--- config.mk ---
export PLATFORM = sky130hd
export DESIGN_NAME = cvt_poll_ctrl
export DESIGN_NICKNAME = d
export VERILOG_FILES = /design/src/rtl/cvt_poll_pkg.sv /design/src/rtl/cvt_poll_sclk.sv /design/src/rtl/cvt_poll_rr.sv /design/src/rtl/cvt_poll_rx.sv /design/src/rtl/cvt_poll_ctrl.sv
export SDC_FILE = /design/constraint.sdc
export NUM_CORES = 1
export LEC_CHECK = 0
export BUFFER_PORTS_ARGS = -buffer_cell sky130_fd_sc_hd__buf_4
export CAP_MARGIN = 10
export CORE_UTILIZATION = 51
export CTS_CLUSTER_DIAMETER = 50
export DETAILED_ROUTE_END_ITERATION = 10
export GPL_TIMING_DRIVEN = 0
export PLACE_DENSITY = 0.79
export SETUP_SLACK_MARGIN = 0.4
export SLEW_MARGIN = 20
export SYNTH_ARGS = -nofsm -noshare
export SYNTH_HDL_FRONTEND = slang
export SYNTH_HIERARCHICAL = 1
export SYNTH_SLANG_ARGS = --single-unit
--- constraint.sdc ---
create_clock -name clk -period 2.01 [get_ports clk]
set_clock_uncertainty 0.1 [all_clocks]
set_input_delay 0.1005 -clock clk [delete_from_list [all_inputs] [get_ports clk]]
set_output_delay 0.1005 -clock clk [all_outputs]
set_load 0.01 [all_outputs]
--- src/rtl/cvt_poll_pkg.sv ---
package cvt_poll_pkg;

  typedef enum logic [1:0] {
    ST_IDLE  = 2'd0,
    ST_SEL   = 2'd1,
    ST_SHIFT = 2'd2,
    ST_GAP   = 2'd3
  } poll_st_e;

endpackage

--- src/rtl/cvt_poll_sclk.sv ---
module cvt_poll_sclk #(
  parameter int DIV_W = 8
) (
  input  logic             clk,
  input  logic             rst_n,
  input  logic             run,
  input  logic [DIV_W-1:0] half_div,
  output logic             sclk,
  output logic             fall_tick
);

  logic [DIV_W-1:0] cnt_q, cnt_d;
  logic             sclk_q, sclk_d;
  logic             wrap;

  assign wrap = (cnt_q == half_div);

  always_comb begin
    cnt_d  = cnt_q;
    sclk_d = sclk_q;
    if (!run) begin
      cnt_d  = '0;
      sclk_d = 1'b0;
    end else if (wrap) begin
      cnt_d  = '0;
      sclk_d = ~sclk_q;
    end else begin
      cnt_d  = cnt_q + 1'b1;
    end
  end

  always_ff @(posedge clk or negedge rst_n) begin
    if (!rst_n) begin
      cnt_q  <= '0;
      sclk_q <= 1'b0;
    end else begin
      cnt_q  <= cnt_d;
      sclk_q <= sclk_d;
    end
  end

  // the edge that ends a high half period is a falling one
  assign fall_tick = run && wrap && sclk_q;
  assign sclk      = sclk_q;

endmodule

--- src/rtl/cvt_poll_rr.sv ---
module cvt_poll_rr #(
  parameter int N_SLV = 4,
  parameter int IDX_W = 2
) (
  input  logic             clk,
  input  logic             rst_n,
  input  logic             advance,
  output logic [IDX_W-1:0] idx,
  output logic [IDX_W-1:0] idx_nxt,
  output logic [N_SLV-1:0] sel_oh_nxt
);

  localparam logic [IDX_W-1:0] LAST = IDX_W'(N_SLV - 1);

  logic [IDX_W-1:0] idx_q;

  always_comb begin
    idx_nxt = idx_q;
    if (advance) begin
      idx_nxt = (idx_q == LAST) ? '0 : idx_q + 1'b1;
    end
  end

  always_ff @(posedge clk or negedge rst_n) begin
    if (!rst_n) begin
      idx_q <= '0;
    end else if (advance) begin
      idx_q <= idx_nxt;
    end
  end

  for (genvar g = 0; g < N_SLV; g++) begin : g_dec
    assign sel_oh_nxt[g] = (idx_nxt == IDX_W'(g));
  end

  assign idx = idx_q;

endmodule

--- src/rtl/cvt_poll_rx.sv ---
module cvt_poll_rx #(
  parameter int DATA_W = 16
) (
  input  logic              clk,
  input  logic              rst_n,
  input  logic              shift_en,
  input  logic              din,
  output logic [DATA_W-1:0] word_nxt
);

  logic [DATA_W-1:0] sr_q;

  assign word_nxt = {sr_q[DATA_W-2:0], din};

  always_ff @(posedge clk or negedge rst_n) begin
    if (!rst_n) begin
      sr_q <= '0;
    end else if (shift_en) begin
      sr_q <= word_nxt;
    end
  end

endmodule

--- src/rtl/cvt_poll_ctrl.sv ---
module cvt_poll_ctrl #(
  parameter  int N_SLV      = 4,
  parameter  int DATA_W     = 16,
  parameter  int TRAIL_CLKS = 16,
  parameter  int CS_GAP     = 3,
  parameter  int DIV_W      = 8,
  localparam int IDX_W      = (N_SLV > 1) ? $clog2(N_SLV) : 1
) (
  input  logic              clk,
  input  logic              rst_n,
  input  logic              enable,
  input  logic [DIV_W-1:0]  half_div,
  input  logic              rdy_miso,
  output logic              sclk,
  output logic              mosi,
  output logic [N_SLV-1:0]  cs_n,
  output logic              res_valid,
  output logic [IDX_W-1:0]  res_chan,
  output logic [DATA_W-1:0] res_data,
  output logic              trail_err,
  output logic              busy
);

  import cvt_poll_pkg::*;

  localparam int TOT   = DATA_W + TRAIL_CLKS;
  localparam int BIT_W = $clog2(TOT);
  localparam int GAP_W = $clog2(CS_GAP + 1);

  localparam logic [BIT_W-1:0] BIT_LAST_DATA = BIT_W'(DATA_W - 1);
  localparam logic [BIT_W-1:0] BIT_LAST_ALL  = BIT_W'(TOT - 1);
  localparam logic [GAP_W-1:0] GAP_LAST      = GAP_W'(CS_GAP - 1);

  // reset: asserted at once, released after two clocks
  logic rs_meta_q, rs_q;
  always_ff @(posedge clk or negedge rst_n) begin
    if (!rst_n) begin
      rs_meta_q <= 1'b0;
      rs_q      <= 1'b0;
    end else begin
      rs_meta_q <= 1'b1;
      rs_q      <= rs_meta_q;
    end
  end

  poll_st_e          st_q, st_d;
  logic [BIT_W-1:0]  bitn_q, bitn_d;
  logic [GAP_W-1:0]  gcnt_q, gcnt_d;
  logic [N_SLV-1:0]  cs_n_q, cs_n_d;
  logic              vld_q, vld_d;
  logic              err_q, err_d;
  logic [IDX_W-1:0]  chan_q, chan_d;
  logic [DATA_W-1:0] data_q, data_d;

  logic              run, fall_tick, advance;
  logic [IDX_W-1:0]  idx, idx_nxt;
  logic [N_SLV-1:0]  sel_oh_nxt;
  logic [DATA_W-1:0] word_nxt;
  logic              data_phase, last_data, last_trail;

  assign run        = (st_q == ST_SHIFT);
  assign data_phase = run && fall_tick && (bitn_q < BIT_W'(DATA_W));
  assign last_data  = run && fall_tick && (bitn_q == BIT_LAST_DATA);
  assign last_trail = run && fall_tick && (bitn_q == BIT_LAST_ALL);
  assign advance    = (st_q == ST_GAP) && (gcnt_q == GAP_LAST);

  cvt_poll_sclk #(.DIV_W(DIV_W)) u_sclk (
    .clk       (clk),
    .rst_n     (rs_q),
    .run       (run),
    .half_div  (half_div),
    .sclk      (sclk),
    .fall_tick (fall_tick)
  );

  cvt_poll_rr #(.N_SLV(N_SLV), .IDX_W(IDX_W)) u_rr (
    .clk        (clk),
    .rst_n      (rs_q),
    .advance    (advance),
    .idx        (idx),
    .idx_nxt    (idx_nxt),
    .sel_oh_nxt (sel_oh_nxt)
  );

  cvt_poll_rx #(.DATA_W(DATA_W)) u_rx (
    .clk      (clk),
    .rst_n    (rs_q),
    .shift_en (data_phase),
    .din      (rdy_miso),
    .word_nxt (word_nxt)
  );

  // next-state logic
  always_comb begin
    st_d   = st_q;
    bitn_d = bitn_q;
    gcnt_d = '0;
    case (st_q)
      ST_IDLE: begin
        if (enable) st_d = ST_SEL;
      end
      ST_SEL: begin
        bitn_d = '0;
        st_d   = rdy_miso ? ST_GAP : ST_SHIFT;
      end
      ST_SHIFT: begin
        if (fall_tick) begin
          bitn_d = bitn_q + 1'b1;
          if (bitn_q == BIT_LAST_ALL) st_d = ST_GAP;
        end
      end
      ST_GAP: begin
        gcnt_d = gcnt_q + 1'b1;
        if (advance) st_d = enable ? ST_SEL : ST_IDLE;
      end
      default: st_d = ST_IDLE;
    endcase
  end

  always_comb begin
    cs_n_d = '1;
    if ((st_d == ST_SEL) || (st_d == ST_SHIFT)) cs_n_d = ~sel_oh_nxt;
    vld_d  = last_data;
    err_d  = last_trail && !rdy_miso;
    chan_d = chan_q;
    data_d = data_q;
    if (last_data) begin
      chan_d = idx;
      data_d = word_nxt;
    end
  end

  // state registers
  always_ff @(posedge clk or negedge rs_q) begin
    if (!rs_q) begin
      st_q   <= ST_IDLE;
      bitn_q <= '0;
      gcnt_q <= '0;
      cs_n_q <= '1;
      vld_q  <= 1'b0;
      err_q  <= 1'b0;
      chan_q <= '0;
      data_q <= '0;
    end else begin
      st_q   <= st_d;
      bitn_q <= bitn_d;
      gcnt_q <= gcnt_d;
      cs_n_q <= cs_n_d;
      vld_q  <= vld_d;
      err_q  <= err_d;
      chan_q <= chan_d;
      data_q <= data_d;
    end
  end

  assign cs_n      = cs_n_q;
  assign mosi      = 1'b0;
  assign res_valid = vld_q;
  assign res_chan  = chan_q;
  assign res_data  = data_q;
  assign trail_err = err_q;
  assign busy      = (st_q != ST_IDLE);

endmodule

After elaboration in Yosys (flattened, before gate mapping)
Cells that the tools add are included.
{"block": "op_classes", "bitwise": 2, "order_cmp": 1, "n_reduce_logical": 15, "n_eq_ne": 15, "n_addsub": 4, "mux": 17}
{"op": "$mux W8", "n": 2}
{"op": "$eq A2 B2 Y1 const B", "n": 7}
{"op": "$mux W2", "n": 7}
{"op": "$pmux W5 S2", "n": 1}
{"op": "$add A8 B1 Y8 const B", "n": 1}
{"op": "$eq A8 B8 Y1", "n": 1}
{"op": "$logic_and A1 B1 Y1", "n": 8}
{"op": "$pmux W2 S4", "n": 1}
{"op": "$eq A2 B1 Y1 const B", "n": 3}
{"op": "$add A5 B1 Y5 const B", "n": 1}
{"op": "$eq A5 B4 Y1 const B", "n": 1}
{"op": "$eq A5 B5 Y1 const B", "n": 1}
{"op": "$lt A5 B5 Y1 const B", "n": 1}
{"op": "$mux W5", "n": 1}
{"op": "$add A2 B1 Y2 const B", "n": 2}
{"op": "$logic_not A2 Y1", "n": 2}
{"op": "$mux W1", "n": 4}
{"op": "$mux W4", "n": 1}
{"op": "$ne A2 B1 Y1 const B", "n": 2}
{"op": "$not A4 Y4", "n": 1}
{"op": "$reduce_bool A2 Y1", "n": 2}
{"op": "$reduce_and A2 Y1", "n": 1}
{"op": "$logic_not A1 Y1", "n": 1}
{"op": "$logic_or A1 B1 Y1", "n": 1}
{"op": "$not A1 Y1", "n": 1}
{"block": "totals", "reg_bits": 61, "output_inout_bits": 27, "elab_cells": 68, "inputBits": 12}

Longest topological paths before layout
{"block": "logic_depth", "depth_word": 8, "ltp_mapped": 8, "ltp_nobuf": 6}

Cells and area by module
Netlist, hierarchy kept.
{"mod": "cvt_poll_ctrl", "area_each_um2": 1511.4, "n_inst": 1, "cells_each": 114}
{"mod": "cvt_poll_rx", "area_each_um2": 620.6, "n_inst": 1, "cells_each": 33}
{"mod": "cvt_poll_sclk", "area_each_um2": 503.0, "n_inst": 1, "cells_each": 48}
{"mod": "cvt_poll_rr", "area_each_um2": 163.9, "n_inst": 1, "cells_each": 19}

Worst setup path before layout
Ideal clock, no wire load.
{"block": "synth_path", "path_kind": "reg-to-reg", "startpoint": "register u_sclk.cnt_q[0]", "endpoint": "register u_rx.sr_q[10]", "setup_ns": 0.125, "t_required_ns": 1.785, "path_slack_ns": -0.061, "period_less_slack_ns": 2.071, "arrival_ns": 1.846, "path_stages_with_launch": 9, "cell_sequence": "dfrtp_1 xnor2_1 nand4_2 nor3_1 buf_2 and3_1 buf_6 buf_12 mux2_4"}
{"block": "synth_between", "elab_chain_len": 5}
{"item": "start: declaration", "line": "cvt_poll_sclk.sv:12", "text": "logic [DIV_W-1:0] cnt_q, cnt_d;"}
{"item": "start signal: assignment", "line": "cvt_poll_sclk.sv:37", "text": "cnt_q <= cnt_d;"}
{"item": "$eq A8 B8 Y1", "line": "cvt_poll_sclk.sv:16", "text": "assign wrap = (cnt_q == half_div);"}
{"item": "$logic_and A1 B1 Y1 (2 in a row)", "line": "cvt_poll_sclk.sv:43", "text": "assign fall_tick = run && wrap && sclk_q;"}
{"item": "via fall_tick", "line": "cvt_poll_ctrl.sv:55", "text": "logic run, fall_tick, advance;"}
{"item": "$logic_and A1 B1 Y1 (2 in a row)", "line": "cvt_poll_ctrl.sv:62", "text": "assign data_phase = run && fall_tick && (bitn_q < BIT_W'(DATA_W));"}
{"item": "via data_phase", "line": "cvt_poll_ctrl.sv:59", "text": "logic data_phase, last_data, last_trail;"}
{"item": "end signal: assignment", "line": "cvt_poll_rx.sv:19", "text": "sr_q <= word_nxt;"}
{"item": "end: declaration", "line": "cvt_poll_rx.sv:11", "text": "logic [DATA_W-1:0] sr_q;"}
The timed path passes the listed nets, and every way through them passes these cells.
A chain may end at the register's enable or synchronous reset.

Final worst setup path
{"block": "layout_path", "startpoint": "register u_sclk.cnt_q[3]", "endpoint": "register u_rx.sr_q[11]"}
Same word-level chain as after synthesis.

==> results_dict.tcl <==
set metrics [dict create \
    outcome "complete, but fails checks" \
    violations "negative setup slack" \
    htreeDepth 3 \
    switching_share 0.307 \
    clk_latency_ns 0.32 \
    worstMarginPinSlew_ns 0.724 \
    path_buf_inv 3 \
    finalSetupViolCount 5 \
    syn2layout_area_growth_pct 35.5 \
    cts_root_buffer "clkbuf_8" \
    fin_crit_ns 2.02 \
    cpPeakStageDelay_ns 0.43 \
    synth-warning-count 6 \
    p_seq_frac 0.405 \
    critPathMaxFanout 7 \
    fillers 357 \
    max-clock-path-buffers 2 \
    dr.pass1.iters 4 \
    initial_core_util 0.536 \
    via_per_inst 5.13 \
    hpwl_um 3030 \
    path_class "reg2reg" \
    finalHoldViolCount 0 \
    p_leak_nw 1.90 \
    comb_power_share 0.255 \
    hp-class "reg2reg" \
    die_w_um 76.0 \
    cts_tree "built" \
    die_height_um 76.0 \
    crit_path_end_kind "flip-flop" \
    antennaDiodeCount 0 \
    rows 26 \
    intPower_w 0.00254 \
    layout_common_cells "buf_4 (60), dfrtp_1 (54), mux2_4 (24)" \
    dieArea_mm2 0.00577 \
    ant_nets 0 \
    path_clk_slew_ns 0.07 \
    cts_buffers 9 \
    slowest_stage "dfrtp_2" \
    setup_tns_ns -0.0180 \
    post_synth.cell_area_avg_um2 13.2 \
    p_switching_w 0.00113 \
    grt.total_usage 0.205 \
    ios 39 \
    synth_nets 230 \
    finalNonFillerCells 364 \
    portBuffers 37 \
    syn_area_mm2 0.00279 \
    vias 1868 \
    post-route-drc-count 0 \
    grt_pass1_wl_um 9140 \
    crit_arrival_ns 2.13 \
    final_common_cell "buf_4" \
    core_region_area_mm2 0.00520 \
    fin_util 0.726 \
    drt-total-wl_um 5380 \
    drv_slew 0 \
    power.density_mw_per_mm2 971 \
    drive_gt1_frac 0.500 \
    first_global_vias 1898 \
    timing.final.crit_share 1.00 \
    maxCapViolCount 0 \
    grt_antenna_before_repair 0 \
    max_slew_margin 0.517 \
    cp_top_family "simple AND/OR/NAND/NOR gates" \
    gp_congestion 0.814 \
    clock.fmax_ghz 0.496 \
    syn-instance-count 212 \
    grt_max_degree 60 \
    start_kind "flip-flop" \
    cts_sinks 61 \
    finalWorstSetupSlack_ns -0.00536 \
    ir_drop_mv 0.805 \
    clkPwrFrac 0.339 \
    rsz0062_at_grt "yes" \
    crit_chain "xnor2_2 > nand4_2 > nor3_2 > buf_4 > and3_4 > buf_8 > clkbuf_16 > mux2_4" \
    layout.nets 307 \
    drt-initial-drc-count 43 \
    required_ns 2.12 \
    dp_cells 319 \
    grt-ovfl-total 0 \
    routedWlPerCell_um 14.8 \
    fin_total_pwr_w 0.00367 \
]
through the flow:
| stage | hold WS, ns | cell area [um2] | worst slack [ns] |
|---|---|---|---|
| detailed placement | -0.217 | 3170 | -0.261 |
| floorplan | -0.295 | 2800 | -0.0112 |
| global route | 0.270 | 3780 | -0.161 |
| CTS | 0.239 | 3710 | 0.0239 |
| global placement | -0.217 | 3170 | -0.176 |
| finish | 0.258 | 3780 | -0.00536 |
state kept, by name (all words and copies together), names as in the netlist:
register / count
u_sclk/cnt_q: 8
st_q: 2
res_chan: 2
res_data: 16
trail_err: 1
bitn_q: 5
u_rr/idx: 2
u_rx/sr_q: 15
u_sclk/sclk: 1
rs_q: 1
gcnt_q: 2
res_valid: 1
cs_n: 4
rs_meta_q: 1
routing by layer:
layer	GRT usage	vias to the layer above	part of all wire
met3	0.0563	4	0.040
li1	-	894	-
met2	0.329	38	0.52
met1	0.263	932	0.44
met5	0	-	0
met4	0.0885	0	0.0073
power by group through the flow:
stage | clock [W] | combinational [W] | sequential, W
3_5_place_dp | 0 | 0.000720 | 0.00152
3_3_place_gp | 0 | 0.000699 | 0.00151
4_1_cts | 0.00127 | 0.000880 | 0.00148
2_1_floorplan | 0 | 0.000524 | 0.00150
6_report | 0.00125 | 0.000937 | 0.00149
5_1_grt | 0.00132 | 0.00102 | 0.00151
area by class of cell:
| type | instances | area [um2] | area share |
|---|---|---|---|
| Timing Repair Buffer | 66 | 542 | 0.143 |
| Clock buffer | 11 | 151 | 0.0400 |
| Multi-Input combinational cell | 135 | 1260 | 0.333 |
| Sequential cell | 61 | 1540 | 0.407 |
| Tap cell | 70 | 87.6 | 0.0232 |
| Buffer | 8 | 88.8 | 0.0235 |
| Clock inverter | 5 | 81.3 | 0.0215 |
| Inverter | 8 | 35.0 | 0.00927 |
final timing paths:
check | start | end | slack, ns | cells past startpoint
worst max-delay path | u_sclk/cnt_q[3]$_DFF_PN0_ | u_rx/sr_q[11]$_DFFE_PN0P_ | -0.005 | 8
worst min-delay path | rs_meta_q$_DFF_PN0_ | rs_q$_DFF_PN0_ | 0.26 | 0
worst max register to register | u_sclk/cnt_q[3]$_DFF_PN0_ | u_rx/sr_q[11]$_DFFE_PN0P_ | -0.005 | 8
worst min register to register | rs_meta_q$_DFF_PN0_ | rs_q$_DFF_PN0_ | 0.26 | 0
max in group asynchronous | rs_q$_DFF_PN0_ | u_sclk/cnt_q[3]$_DFF_PN0_ | 1.00 | 0
min in group asynchronous | rs_q$_DFF_PN0_ | u_rr/idx[1]$_DFFE_PN0P_ | 0.29 | 0
worst register-to-register path, stage by stage, from the launching register on:
cell and delay (ns):
dfrtp_2 0.43, xnor2_2 0.16, nand4_2 0.15, nor3_2 0.19, buf_4 0.14, and3_4 0.18, buf_8 0.13, clkbuf_16 0.15
mux2_4 0.29
timing repair:
action,in CTS,in global routing
pin swaps,10,7
buffers inserted,24,0
setup endpoints to repair,46,47
gates resized for setup,23,14
cloned,0,1
endpoints found under the hold margin,7,0
hold buffers,4,0
(Power assumes the default switching activity.)
